===== config.mk =====
export PLATFORM = sky130hd
export DESIGN_NAME = banked_byte_port
export DESIGN_NICKNAME = d
export VERILOG_FILES = /design/src/rtl/banked_byte_port.sv
export SDC_FILE = /design/constraint.sdc
export NUM_CORES = 2
export LEC_CHECK = 0
export BUFFER_PORTS_ARGS = -buffer_cell sky130_fd_sc_hd__buf_2
export CORE_UTILIZATION = 60
export DETAILED_ROUTE_END_ITERATION = 7
export PLACE_DENSITY = 0.76
export SLEW_MARGIN = 20
export SYNTH_ARGS = -nofsm -noshare
export SYNTH_HDL_FRONTEND = slang
export SYNTH_SLANG_ARGS = --single-unit

===== constraint.sdc =====
create_clock -name clk -period 4.74 [get_ports clk]
set_clock_uncertainty 0.1 [all_clocks]
set_input_delay 0.711 -clock clk [delete_from_list [all_inputs] [get_ports clk]]
set_output_delay 0.711 -clock clk [all_outputs]
set_load 0.01 [all_outputs]

===== src/rtl/banked_byte_port.sv =====
module banked_byte_port #(
  parameter int ADDR_W = 9
) (
  input  logic              clk,
  input  logic              rst_n,
  input  logic [ADDR_W-1:0] addr,
  input  logic              ube_n,
  input  logic              rd_req,
  input  logic              wr_req,
  input  logic [15:0]       wr_data,
  output logic [ADDR_W-2:0] word_addr,
  output logic              hi_en,
  output logic              lo_en,
  output logic              err,
  output logic [15:0]       rd_data,
  output logic              rd_valid
);
  localparam int WA_W  = ADDR_W - 1;
  localparam int DEPTH = 1 << WA_W;

  logic [7:0] hi_mem [DEPTH];
  logic [7:0] lo_mem [DEPTH];

  logic active, legal, rd_go;

  assign active    = rd_req | wr_req;
  assign legal     = ~(ube_n & addr[0]);
  assign word_addr = addr[ADDR_W-1:1];
  assign hi_en     = active & legal & ~ube_n;
  assign lo_en     = active & legal & ~addr[0];
  assign err       = active & ~legal;
  assign rd_go     = rd_req & ~wr_req & legal;

  always_ff @(posedge clk) begin
    if (wr_req && hi_en) hi_mem[word_addr] <= wr_data[15:8];
    if (wr_req && lo_en) lo_mem[word_addr] <= wr_data[7:0];
  end

  always_ff @(posedge clk) begin
    if (!rst_n) begin
      rd_valid <= 1'b0;
      rd_data  <= '0;
    end else begin
      rd_valid <= rd_go;
      rd_data  <= rd_go ? {hi_en ? hi_mem[word_addr] : 8'h00,
                           lo_en ? lo_mem[word_addr] : 8'h00} : 16'h0000;
    end
  end

  // lane-preservation tracking for assertions
  logic [WA_W-1:0] chk_wa;
  logic [7:0]      chk_hi, chk_lo;
  logic            chk_lo_only, chk_hi_only, chk_none;

  always_ff @(posedge clk) begin
    if (!rst_n) begin
      chk_lo_only <= 1'b0;
      chk_hi_only <= 1'b0;
      chk_none    <= 1'b0;
      chk_wa      <= '0;
      chk_hi      <= '0;
      chk_lo      <= '0;
    end else begin
      chk_wa      <= word_addr;
      chk_hi      <= hi_mem[word_addr];
      chk_lo      <= lo_mem[word_addr];
      chk_lo_only <= wr_req & lo_en & ~hi_en;
      chk_hi_only <= wr_req & hi_en & ~lo_en;
      chk_none    <= wr_req & err;
    end
  end

  assert_err_no_bank_R5: assert property (@(posedge clk) disable iff (!rst_n)
    err |-> (!hi_en && !lo_en));
  assert_err_no_valid_R5: assert property (@(posedge clk) disable iff (!rst_n)
    err |=> !rd_valid);
  assert_err_no_write_R5: assert property (@(posedge clk) disable iff (!rst_n)
    chk_none |-> (hi_mem[chk_wa] == chk_hi && lo_mem[chk_wa] == chk_lo));
  assert_hi_kept_R6: assert property (@(posedge clk) disable iff (!rst_n)
    chk_lo_only |-> hi_mem[chk_wa] == chk_hi);
  assert_lo_kept_R6: assert property (@(posedge clk) disable iff (!rst_n)
    chk_hi_only |-> lo_mem[chk_wa] == chk_lo);
  assert_read_latency_R7: assert property (@(posedge clk) disable iff (!rst_n)
    (rd_req && !wr_req && !err) |=> rd_valid);
  assert_even_lane_zero_R7: assert property (@(posedge clk) disable iff (!rst_n)
    (rd_req && !wr_req && ube_n && !err) |=> rd_data[15:8] == 8'h00);
  assert_odd_lane_zero_R7: assert property (@(posedge clk) disable iff (!rst_n)
    (rd_req && !wr_req && addr[0] && !err) |=> rd_data[7:0] == 8'h00);
  assert_write_wins_R8: assert property (@(posedge clk) disable iff (!rst_n)
    wr_req |=> !rd_valid);
  assert_idle_quiet_R9: assert property (@(posedge clk) disable iff (!rst_n)
    !rd_req |=> (!rd_valid && rd_data == 16'h0000));
endmodule


==> results.ini <==
[run_status]
status = completed

[logic_synthesis]
netlist_area_um2 = 158700
yosys-top-cells-area = edfxtp_1, mux4_2, mux2i_1, nor2_1, a22oi_1
synthArstFlopShare_pct = 0
yosys_warnings = 0
synth_edf_count = 4096
yosys.area.top_type_share_pct = 77.50
synth_ff_type = edfxtp_1
synth_seq_cells = 4113
yosys.area.top_type = edfxtp_1
seq_area_frac_synth_pct = 77.71
syn_nets = 8010
synth_cells = 7980
avgSynthCellArea_um2 = 19.89
ys_types = 54

[critical_path]
cp_max_fo = 49
r2r-start = lo_mem[255][7]
cp.required_ns = 5.41
arrival_ns = 4.48
worstSetupEndpoint = rd_data[9]
critPathKind = input port to register
end_kind = register
r2r-end = rd_data[7]
startpoint_type = input port
critPathLaunch = addr[1]
reg2regPathDepth = 6
r2r_slack_ns = 1.40

[timing]
rsz0062_at_grt = false
fin_crit_ns = 3.816
max_slew_margin_pct = 22.12
fmax_mhz = 262.1
setup_violations = 0
worstMarginPinSlew_ns = 1.168
hold_viol_final = 0
whs_ns = 0.1105
slew_viol_final = 0
fin_crit_sh_pct = 80.50

[layout]
fill_cells = 15690
mostFrequentLayoutCells = edfxtp_1, mux2i_1, buf_4
finish.utilization_pct = 68.31
layout_commonest_cell = edfxtp_1
post_route_cells_drive_above_1_share_pct = 21.36
nets = 8635
syn_to_final_growth_pct = 13.09

[global_route]
met3_usage_pct = 5.348
grt_util_met1_pct = 41.15
grt_overflow = 0
grt_max_degree = 148
grt_first_pass_wirelength_mm = 568.0
use_met2_pct = 46.65
globalRouteTotalUtil_pct = 29.48
first_global_vias = 83100
top_usage_layer = met2
antenna_found_initial = 16

[min_path]
hold_class = input port to register

[clock_tree]
cts.sinks = 4113
cts.hold.buffers_added = 0
post_cts_buffers = 0
cts.reportedPaths.clkPinSlew_ns = 0.06
root_buffer = clkbuf_16
cts_tree = done
post_cts_resized = 0
cts_buffers = 388
clkLatencyLatePin_ns = 0.91
ctsLongestPathBuffers = 4
h-tree-depth = 5

[route]
dr.first_iter.drc_count = 12010
drc = 0
drt_pass1_iterations = 7
drt-vias-per-instance = 6.722
dr_total_vias = 83630
post_drt_wl_per_cell_um = 31.61
ant_nets = 0
wl_mm = 393.2

[floorplan]
dieArea_um2 = 266600
core_area_um2 = 262700
ios = 58
initial_core_util_pct = 60.40
die_x_um = 516.3
rows = 188
die-height_um = 516.3

[pwr]
p_per_area_nw_per_um2 = 409.2
total_leakage_power_nw = 58.98
vdd_drop_max_mv = 0.3972

[run]
cap_viol_max_count = 0

[placed_design]
place.gp.congestion = 0.8723
place_hpwl_mm = 236.2
portBuffers = 57

## worst min path at each step
stage	startpoint	end	slack [ns]	cells past startpoint
after floorplan	hi_mem[8][6]	rd_data[14]	0.67	5
after detailed placement	hi_mem[33][5]	rd_data[13]	0.79	6
after global placement	hi_mem[80][1]	rd_data[9]	0.76	4
after CTS	addr[0]	rd_valid	0.04	3
final	ube_n	rd_valid	0.11	3
after global routing	ube_n	rd_valid	0.06	3
## registers in the layout (all words and copies together), names as in the netlist
name	count
hi_mem	2048
lo_mem	2048
rd_data	16
rd_valid	1
## cell families (layout without fill, tap and decap cells)
logic type | count (synthesis) | after routing | synth area share, %
flops | 4113 | 4113 | 77.71
mux | 1472 | 1472 | 13.94
simple gates | 986 | 986 | 2.766
compound gates | 898 | 898 | 3.939
buf+inv | 511 | 1443 | 1.637
other cells | 0 | 13 | 0
## cell usage after synthesis (50+ instances only)
cell type,instances
mux2i_1,881
o21ai_0,84
clkbuf_1,234
nand3_1,76
nor2_1,604
nand2_1,99
a221oi_1,61
a22oi_1,278
buf_2,150
nor4_1,50
edfxtp_1,4096
o22ai_1,253
mux4_2,591
## worst max-delay path, stage by stage
cell	delay, ns
buf_12	0.36
buf_12	0.27
buf_12	0.22
buf_4	0.64
mux2i_1	0.29
a221o_1	0.28
nand2b_1	0.18
nand3_1	0.09
o21ai_0	0.49
nand2_1	0.27
or4_1	0.56
## power breakdown
| group | leakage [nW] | total [mW] | internal, mW | switching, mW |
|---|---|---|---|---|
| clock network | 5.95 | 30.1 | 17.2 | 13.0 |
| registers | 36.9 | 40.1 | 40.0 | 0.0214 |
| logic | 16.1 | 3.25 | 1.09 | 2.16 |
## area by class of cell
class	instances	area, µm²	share of cell area [%]
Multi-Input combinational cell	3356	33040	18.41
Tap cell	3515	4398	2.450
Antenna cell	13	32.53	0.01813
Sequential cell	4113	123300	68.72
Inverter	2	7.507	0.004183
Clock inverter	207	1821	1.014
Timing Repair Buffer	744	6489	3.615
Clock buffer	490	10350	5.765
## metrics by stage
step	cells	instance area (µm²)	TNS (ns)	total power, mW	setup slack (ns)
2_1_floorplan	7980	158700	0	42.48	1.464
3_3_place_gp	11730	167300	-0.02238	43.93	-0.02238
3_5_place_dp	11730	167300	0	44.01	0.05845
4_1_cts	12430	179400	0	73.52	1.003
5_1_grt	12430	179400	0	74.99	0.9007
6_report	12440	179500	0	73.45	0.9241
## layer usage
layer	wire [µm]	part of all wire, %
met4	17350	4.4
met5	92	0.023
met2	189000	48
met1	144200	37
met3	42550	11
Power figures use the tool's default switching activity.
